### config.mk
export PLATFORM = sky130hd
export DESIGN_NAME = src_throttle_ctrl
export DESIGN_NICKNAME = d
export VERILOG_FILES = /design/src/rtl/sth_pkg.sv /design/src/rtl/sth_weigh.sv /design/src/rtl/sth_divider.sv /design/src/rtl/sth_ladder.sv /design/src/rtl/src_throttle_ctrl.sv
export SDC_FILE = /design/constraint.sdc
export NUM_CORES = 2
export LEC_CHECK = 0
export BUFFER_PORTS_ARGS = -buffer_cell sky130_fd_sc_hd__buf_4
export CAP_MARGIN = 20
export CORE_MARGIN = 4
export CORE_UTILIZATION = 62
export DETAILED_ROUTE_END_ITERATION = 12
export PLACE_DENSITY = 0.89
export SYNTH_ARGS = -nofsm -noshare
export SYNTH_HDL_FRONTEND = slang
export SYNTH_SLANG_ARGS = --single-unit
### constraint.sdc
create_clock -name clk -period 27.7 [get_ports clk]
set_clock_uncertainty 0.1 [all_clocks]
set_input_delay 4.155 -clock clk [delete_from_list [all_inputs] [get_ports clk]]
set_output_delay 4.155 -clock clk [all_outputs]
set_load 0.05 [all_outputs]
### src/rtl/sth_pkg.sv
package sth_pkg;
  typedef enum logic {ST_IDLE, ST_DIV} sth_state_e;
  localparam int UNF_FRAC = 8;
endpackage

### src/rtl/sth_weigh.sv
module sth_weigh #(
  parameter int NC = 4,
  parameter int SD_W = 16,
  parameter int WT_W = 8,
  parameter int WT_FRAC = 4,
  parameter int IM_W = 8,
  localparam int IX_W = (NC > 1) ? $clog2(NC) : 1
)(
  input  logic [NC*SD_W-1:0]    sd_flat,
  input  logic [NC*WT_W-1:0]    wt_flat,
  input  logic [NC*SD_W-1:0]    lim_flat,
  input  logic [NC*NC*IM_W-1:0] intf_flat,
  output logic [SD_W-1:0]       max_val,
  output logic [SD_W-1:0]       min_val,
  output logic [IX_W-1:0]       slow_idx,
  output logic [IX_W-1:0]       aggr_idx,
  output logic                  over_lim
);
  localparam int PW = SD_W + WT_W;
  logic [SD_W-1:0] ws [NC];

  for (genvar i = 0; i < NC; i++) begin : g_scale
    logic [PW-1:0] prod, shf;
    assign prod  = PW'(sd_flat[i*SD_W +: SD_W]) * PW'(wt_flat[i*WT_W +: WT_W]);
    assign shf   = prod >> WT_FRAC;
    assign ws[i] = (|shf[PW-1:SD_W]) ? {SD_W{1'b1}} : shf[SD_W-1:0];
  end

  always_comb begin
    max_val  = ws[0];
    min_val  = ws[0];
    slow_idx = '0;
    over_lim = 1'b0;
    for (int i = 0; i < NC; i++) begin
      if (ws[i] > max_val) begin
        max_val  = ws[i];
        slow_idx = IX_W'(i);
      end
      if (ws[i] < min_val) min_val = ws[i];
      if (ws[i] > lim_flat[i*SD_W +: SD_W]) over_lim = 1'b1;
    end
  end

  always_comb begin
    logic [IM_W-1:0] best, cur;
    best     = '0;
    aggr_idx = '0;
    for (int a = 0; a < NC; a++) begin
      cur = intf_flat[(int'(slow_idx)*NC + a)*IM_W +: IM_W];
      if (a == 0 || cur > best) begin
        best     = cur;
        aggr_idx = IX_W'(a);
      end
    end
  end
endmodule

### src/rtl/sth_divider.sv
module sth_divider #(
  parameter int NUM_W = 24,
  parameter int DEN_W = 16,
  localparam int CNT_W = $clog2(NUM_W)
)(
  input  logic             clk,
  input  logic             rst_n,
  input  logic             start,
  input  logic [NUM_W-1:0] num,
  input  logic [DEN_W-1:0] den,
  output logic             done,
  output logic [NUM_W-1:0] quot
);
  logic             run;
  logic [CNT_W-1:0] cnt;
  logic [DEN_W-1:0] rem, den_q;
  logic [DEN_W:0]   part, diff;
  logic             ge;

  assign part = {rem, quot[NUM_W-1]};
  assign ge   = part >= {1'b0, den_q};
  assign diff = part - {1'b0, den_q};

  always_ff @(posedge clk) begin
    if (!rst_n) begin
      run   <= 1'b0;
      done  <= 1'b0;
      cnt   <= '0;
      rem   <= '0;
      den_q <= '0;
      quot  <= '0;
    end else begin
      done <= 1'b0;
      if (start) begin
        run   <= 1'b1;
        cnt   <= '0;
        rem   <= '0;
        den_q <= den;
        quot  <= num;
      end else if (run) begin
        rem  <= ge ? diff[DEN_W-1:0] : part[DEN_W-1:0];
        quot <= {quot[NUM_W-2:0], ge};
        cnt  <= cnt + 1'b1;
        if (cnt == CNT_W'(NUM_W-1)) begin
          run  <= 1'b0;
          done <= 1'b1;
        end
      end
    end
  end
endmodule

### src/rtl/sth_ladder.sv
module sth_ladder #(
  parameter int NC = 4,
  parameter int LEVELS = 8,
  parameter int OUT_STEP = 2,
  parameter int GAP_STEP = 4,
  localparam int IX_W  = (NC > 1) ? $clog2(NC) : 1,
  localparam int LVL_W = $clog2(LEVELS),
  localparam int OUT_W = $clog2(LEVELS*OUT_STEP+1),
  localparam int GAP_W = $clog2((LEVELS-1)*GAP_STEP+1)
)(
  input  logic                  clk,
  input  logic                  rst_n,
  input  logic                  apply,
  input  logic [IX_W-1:0]       dn_idx,
  input  logic [IX_W-1:0]       up_idx,
  output logic [NC*LVL_W-1:0]   level_flat,
  output logic [NC*OUT_W-1:0]   outlim_flat,
  output logic [NC*GAP_W-1:0]   gap_flat
);
  localparam logic [LVL_W-1:0] TOP = LVL_W'(LEVELS-1);

  for (genvar i = 0; i < NC; i++) begin : g_core
    logic [LVL_W-1:0] lvl;
    always_ff @(posedge clk) begin
      if (!rst_n) lvl <= TOP;
      else if (apply) begin
        if (dn_idx == IX_W'(i) && lvl != '0)       lvl <= lvl - 1'b1;
        else if (up_idx == IX_W'(i) && lvl != TOP) lvl <= lvl + 1'b1;
      end
    end
    assign level_flat[i*LVL_W +: LVL_W]  = lvl;
    assign outlim_flat[i*OUT_W +: OUT_W] = OUT_W'((int'(lvl) + 1) * OUT_STEP);
    assign gap_flat[i*GAP_W +: GAP_W]    = GAP_W'((LEVELS - 1 - int'(lvl)) * GAP_STEP);
  end
endmodule

### src/rtl/src_throttle_ctrl.sv
module src_throttle_ctrl
  import sth_pkg::*;
#(
  parameter int NC = 4,
  parameter int SD_W = 16,
  parameter int WT_W = 8,
  parameter int WT_FRAC = 4,
  parameter int IM_W = 8,
  parameter int LEVELS = 8,
  parameter int OUT_STEP = 2,
  parameter int GAP_STEP = 4,
  localparam int LVL_W = $clog2(LEVELS),
  localparam int OUT_W = $clog2(LEVELS*OUT_STEP+1),
  localparam int GAP_W = $clog2((LEVELS-1)*GAP_STEP+1)
)(
  input  logic                  clk,
  input  logic                  rst_n,
  input  logic                  est_valid,
  output logic                  est_ready,
  input  logic                  limit_mode,
  input  logic [SD_W-1:0]       target,
  input  logic [NC*SD_W-1:0]    slowdown_flat,
  input  logic [NC*WT_W-1:0]    weight_flat,
  input  logic [NC*SD_W-1:0]    limit_flat,
  input  logic [NC*NC*IM_W-1:0] intf_flat,
  output logic [NC*LVL_W-1:0]   level_flat,
  output logic [NC*OUT_W-1:0]   outlim_flat,
  output logic [NC*GAP_W-1:0]   gap_flat
);
  localparam int IX_W  = (NC > 1) ? $clog2(NC) : 1;
  localparam int NUM_W = SD_W + UNF_FRAC;

  sth_state_e       state;
  logic [SD_W-1:0]  max_val, min_val, target_q, unf;
  logic [IX_W-1:0]  slow_c, aggr_c, slow_q, aggr_q;
  logic             over_c, over_q, mode_q;
  logic             accept, div_done, act, apply_go;
  logic [NUM_W-1:0] quot;

  sth_weigh #(.NC(NC), .SD_W(SD_W), .WT_W(WT_W), .WT_FRAC(WT_FRAC), .IM_W(IM_W)) u_weigh (
    .sd_flat(slowdown_flat), .wt_flat(weight_flat), .lim_flat(limit_flat),
    .intf_flat(intf_flat), .max_val(max_val), .min_val(min_val),
    .slow_idx(slow_c), .aggr_idx(aggr_c), .over_lim(over_c)
  );

  assign est_ready = (state == ST_IDLE);
  assign accept    = est_valid && est_ready;

  sth_divider #(.NUM_W(NUM_W), .DEN_W(SD_W)) u_div (
    .clk(clk), .rst_n(rst_n), .start(accept),
    .num({max_val, {UNF_FRAC{1'b0}}}), .den(min_val),
    .done(div_done), .quot(quot)
  );

  assign unf      = (|quot[NUM_W-1:SD_W]) ? {SD_W{1'b1}} : quot[SD_W-1:0];
  assign act      = mode_q ? over_q : (unf > target_q);
  assign apply_go = (state == ST_DIV) && div_done && act && (slow_q != aggr_q);

  always_ff @(posedge clk) begin
    if (!rst_n) begin
      state    <= ST_IDLE;
      slow_q   <= '0;
      aggr_q   <= '0;
      over_q   <= 1'b0;
      mode_q   <= 1'b0;
      target_q <= '0;
    end else begin
      unique case (state)
        ST_IDLE: if (accept) begin
          state    <= ST_DIV;
          slow_q   <= slow_c;
          aggr_q   <= aggr_c;
          over_q   <= over_c;
          mode_q   <= limit_mode;
          target_q <= target;
        end
        ST_DIV: if (div_done) state <= ST_IDLE;
        default: state <= ST_IDLE;
      endcase
    end
  end

  sth_ladder #(.NC(NC), .LEVELS(LEVELS), .OUT_STEP(OUT_STEP), .GAP_STEP(GAP_STEP)) u_ladder (
    .clk(clk), .rst_n(rst_n), .apply(apply_go), .dn_idx(aggr_q), .up_idx(slow_q),
    .level_flat(level_flat), .outlim_flat(outlim_flat), .gap_flat(gap_flat)
  );
endmodule

Yosys cells after proc, flatten, opt, wreduce, memory -nomap -nowiden:

Cells that the tools add are included.

* $add $sub $neg: 21
* multipliers: 4
* order comparisons: 15
* eq/ne operators: 12
* shifts and indexed selects: 4
* muxes and demuxes: 42
* bitwise logic cells: 3
* reduce and logical (&&, ||, !) cells: 35

Operators by type and width (count)
* $shiftx 128x32->8: 3
* $mux 16: 12
* $gt 16x16->1: 8
* $shiftx 128x8->8: 1
* $mul 16x8->24: 4
* $lt 16x16->1: 3
* $mux 24: 2
* $gt 8x8->1: 3
* $mux 3: 8
* $ge 17x16->1: 1
* $add 3x1->4 const B: 4
* $mux 8: 2
* $reduce_or 4->1: 4
* $sub 16x16->16: 1
* $mux 1: 13
* $add 3x1->3 const B: 4
* $logic_and 1x1->1: 12
* $ne 3x3->1 const B: 4
* $reduce_bool 3->1: 4
* $sub 3x1->3 const B: 4
* $sub 3x3->3 const A: 4
* $add 4x2->5 const B: 2
* $reduce_and 2->1: 5
* $reduce_bool 2->1: 5
* 13 further kinds: 23

* register bits after elaboration: 98
* bits of input ports: 308
* output and inout bits: 53

Logic depth before layout (Yosys ltp):

* word-level depth: 17
* depth in mapped cells: 88
* gate-level depth less buffers: 79

Modules after synthesis:

From an unflattened synthesis, not the netlist that was laid out.

* cell total of the unflattened synthesis: 3534
* area, all modules: 29087.9 um^2

By module, submodules not included
* sth_weigh: instances 1, cells each 2792, area each 22990.8 um^2, seq. area each 0.0 um^2
* sth_divider: instances 1, cells each 413, area each 3503.4 um^2, seq. area each 1261.2 um^2
* src_throttle_ctrl: instances 1, cells each 184, area each 1431.4 um^2, seq. area each 460.4 um^2
* sth_ladder: instances 1, cells each 145, area each 1162.4 um^2, seq. area each 240.2 um^2

Worst setup path after synthesis:

No wires, ideal clock.

* path kind: input -> register
* from: input port weight_flat[7]
* to: register aggr_q[1]
* setup time: 0.143 ns
* arrival time: 20.455 ns
* slack: 7.003 ns
* stages: 79
* cell sequence: clkbuf_1 -> and2_1 -> fa_1 -> fa_1 -> fa_1 -> inv_1 -> fa_1 -> inv_1 -> ha_1 -> o211ai_1 -> nor2_1 -> a2bb2oi_1 -> or3b_2 -> a21o_1 -> a2111oi_2 -> and2_0 -> clkbuf_1 -> clkbuf_1 -> [... 43 more ...] -> ha_1 -> nor2b_1 -> o21a_1 -> o21ai_0 -> nand2b_1 -> a21oi_1 -> o21ai_0 -> o21ai_1 -> clkbuf_1 -> nand3b_1 -> o221ai_1 -> ha_1 -> a21o_1 -> a21o_1 -> a21oi_1 -> o21ai_0 -> a21oi_1 -> a221oi_1

* word-level cells in the longest chain between the ends: 17
* elaborated cells between the ends (all ways): 25
* classes of those cells: add/sub: 3; mul: 1; order compare: 6; shift: 4; mux: 10; reduce/logical: 1

RTL lines
* from (decl): RTL line src_throttle_ctrl.sv:23 `input logic [NC*WT_W-1:0] weight_flat,`
* $mul 16x8->24 (*): RTL line sth_weigh.sv:24 `assign prod = PW'(sd_flat[i*SD_W +: SD_W]) * PW'(wt_flat[i*WT_W +: WT_W]);`
* $reduce_or 4->1: RTL line sth_weigh.sv:26 `assign ws[i] = (|shf[PW-1:SD_W]) ? {SD_W{1'b1}} : shf[SD_W-1:0];`
* $mux 16 (*): RTL line sth_weigh.sv:26
* $gt 16x16->1: RTL line sth_weigh.sv:35 `if (ws[i] > max_val) begin`
* $mux 16: RTL line sth_weigh.sv:35
* $gt 16x16->1: RTL line sth_weigh.sv:35
* $mux 16: RTL line sth_weigh.sv:35
* $gt 16x16->1: RTL line sth_weigh.sv:35
* $mux 2 (*): RTL line sth_weigh.sv:35
* $add 4x1->5: RTL line sth_weigh.sv:49 `cur = intf_flat[(int'(slow_idx)*NC + a)*IM_W +: IM_W];`
* $shiftx 128x32->8: RTL line sth_weigh.sv:49
* $gt 8x8->1: RTL line sth_weigh.sv:50 `if (a == 0 || cur > best) begin`
* $mux 8: RTL line sth_weigh.sv:50
* $gt 8x8->1: RTL line sth_weigh.sv:50
* $mux 8: RTL line sth_weigh.sv:50
* $gt 8x8->1: RTL line sth_weigh.sv:50
* $mux 2 (*): RTL line sth_weigh.sv:50
* to (signal assigned): RTL line src_throttle_ctrl.sv:72 `aggr_q <= aggr_c;`
* to (decl): RTL line src_throttle_ctrl.sv:35 `logic [IX_W-1:0] slow_c, aggr_c, slow_q, aggr_q;`

Mark *: on every way between the ends. The rest lies on a longest branch, timed or not.
A chain may end at the register's enable or synchronous reset.

Worst setup path in the final report:

Ends and elaborated chain as after synthesis.

==> metrics.md <==
| Metric | Value |
|---|---|
| WP data arrival | 22,120 ps |
| Vias in the first global route | 25.3k |
| DR pass1 iterations | 6 |
| Setup Buffers After CTS | 0 |
| Area leader, netlist | fa_1 |
| Root Buffer | clkbuf_16 |
| I/O Pins | 361 |
| Placement Setup Slack | 5490 ps |
| Commonest cells post-synth | inv_1 (516), ha_1 (375), and2_1 (351) |
| CP Capture Type | flop |
| #FFs+latches synth | 98 |
| Post-CTS Resized | 0 |
| Clk sinks | 98 |
| H-tree Lvls | 3 |
| Slowest stage delay, CP | 740 ps |
| Clk slew on worst S/H paths | 70 ps |
| DRC | 0 |
| Worst path most repeated cell | ha_1 |
| Clock Latency Late Sink | 350 ps |
| Final ANT Viol Nets | 0 |
| Max Fclk | 0.0454 GHz |
| Syn Inst Count | 3,450 |
| GRT Total Usage | 33.2% |
| Final setup fails | 0 |
| Crit start category | input pin |
| Tmin final | 22,030 ps |
| Final hold vios | 0 |
| Vias per cell | 5.96 |
| Fin crit share | 79.5% |
| Slew Viols, Final | 0 |
| First-pass GRT wire length | 131,000 microns |
| IO buf count | 348 |
| Post-CTS Hold Buffers | 0 |
| Post-synth ARST share | 0% |
| Initial antenna violation count | 8 |
| CP max-delay cell | or2_2 |
| Die Y-Extent | 221 microns |
| Crit path buf inv count | 8 |
| Layout cells sized above 1 | 12.7% |
| Floorplan row count | 77 |
| Final Wtd Congestion | 1.03 |
| Initial drt markers | 2,351 |
| Crit path max-delay family | compound AO/OA/AOI/OAI gates |
| Max_slew headroom | 32.0% |
| Die Span X | 221 microns |
| Die area | 48,700 sq um |
| Synth top area cells | fa_1 (24%), ha_1 (17%), and2_1 (7.8%) |
| Setup TNS | 0 ps |
| Most common cell in the netlist | inv_1 |
| Slack of the critical path | 5670 ps |
| Post-synth top area share | 24.3% |
| Initial Util | 63.1% |
| Fin Hold WS | 355 ps |
| Nets | 4,736 |
| Mapped Avg Cell Area | 8.13 sq um |
| Yosys warns | 0 |
| Synth unique cells | 77 |
| Min-delay worst type | flop to flop |
| CP Data Required Time | 27,790 ps |
| Most used flip-flop cell after synthesis | dfxtp_1 |
| Worst-Margin Slew | 1010 ps |
| Crit Path Max Fanout | 66 |
| Remaining global-route overflow | 0 |
| Largest net degree at the start of global routing | 67 |
| Core footprint | 44,500 sq um |
| CTS tree | yes |
| HPWL Detailed | 68,500 microns |
| Post-synthesis cell area | 28,100 sq um |
| Total vias in the final route | 25.7k |
| Routed wire length | 82,000 microns |
| CTS buffer count | 9 |
| WS Path Type | input pin to flop |
| Average routed wire per standard cell | 19.0 microns |
| Number of flops mapped to enable cells by yosys | 0 |
| Maxcap violations | 0 |
| Deepest clock path buffer count | 2 |
| P&R area growth vs syn | 11.9% |
| Status | finished clean |
| Sequential area share after synthesis | 6.99% |
| Unrepaired setup endpoints after global routing | no |
==> cell type report <==
| cell class | instances | area [sq um] |
|---|---|---|
| Clock buffer | 12 | 246 |
| Multi-Input combinational cell | 2727 | 23700 |
| Tap cell | 592 | 741 |
| Clock inverter | 4 | 75.1 |
| Antenna cell | 8 | 20.0 |
| Inverter | 517 | 1940 |
| Fill cell | 3507 | 13100 |
| Timing Repair Buffer | 359 | 2700 |
| Sequential cell | 98 | 1960 |
==> worst min-delay path, cell delays in order, from the launching register on <==
cell	delay [ps]
dfxtp_1	310
nand2_1	50
a21oi_1	50
==> state kept, by name (all words and copies together), names as in the netlist <==
register,cells
u_ladder.g_core.lvl,12
u_div.run,1
aggr_q,2
target_q,16
u_div.quot,24
slow_q,2
u_div.den_q,16
state,1
u_div.done,1
over_q,1
u_div.rem,16
u_div.cnt,5
mode_q,1
==> cell usage in the layout, fill, tap and decap left out, types with 67 or more instances in the layout <==
cell     netlist  layout
inv_1        516     516
o21ai_0      133     132
a21o_1        67      67
nor2_1       137     136
mux2i_1       67      67
fa_1         341     341
nand2_1      339     339
buf_4         17     359
and2_1       351     351
ha_1         375     375
dfxtp_1       98      97
a21oi_1      191     191
==> logic make-up (layout without fill, tap and decap cells) <==
logic type / Yosys count / in the layout / synth area share [%]
buf+inv: 636 / 892 / 8.75
mux: 119 / 119 / 4.48
simple gates: 1150 / 1150 / 21.3
compound gates: 646 / 646 / 14.8
fa+ha+maj: 716 / 716 / 41.0
flops: 98 / 98 / 6.99
xor+xnor: 84 / 84 / 2.62
other cells: 1 / 20 / 0.0134
==> per-stage QoR <==
step	std cells	instance area (sq um)	util (%)
2_1_floorplan	3461	28100	-
3_3_place_gp	4293	31100	69.8
3_5_place_dp	4293	31100	69.8
4_1_cts	4309	31400	70.5
5_1_grt	4316	31400	70.6
6_report	4317	31400	70.6
==> final timing paths <==
kind                   from                         to  slack, ps  depth (start not counted)
max          weight_flat[7]                  aggr_q[1]       5670                         71
min             target_q[5]                target_q[5]        360                          2
max reg2reg  u_div.quot[20]  u_ladder.g_core[0].lvl[2]      23650                         15
min reg2reg     target_q[5]                target_q[5]        360                          2
==> metal layers <==
metal	global-route usage, %	wire, microns
met1	46.3	34200
met2	53.4	38000
met3	5.42	6800
met4	9.88	2830
met5	1.21	76
Power is not shown: default switching activity piles up to over one toggle a cycle in this logic, so the estimate is an artifact.
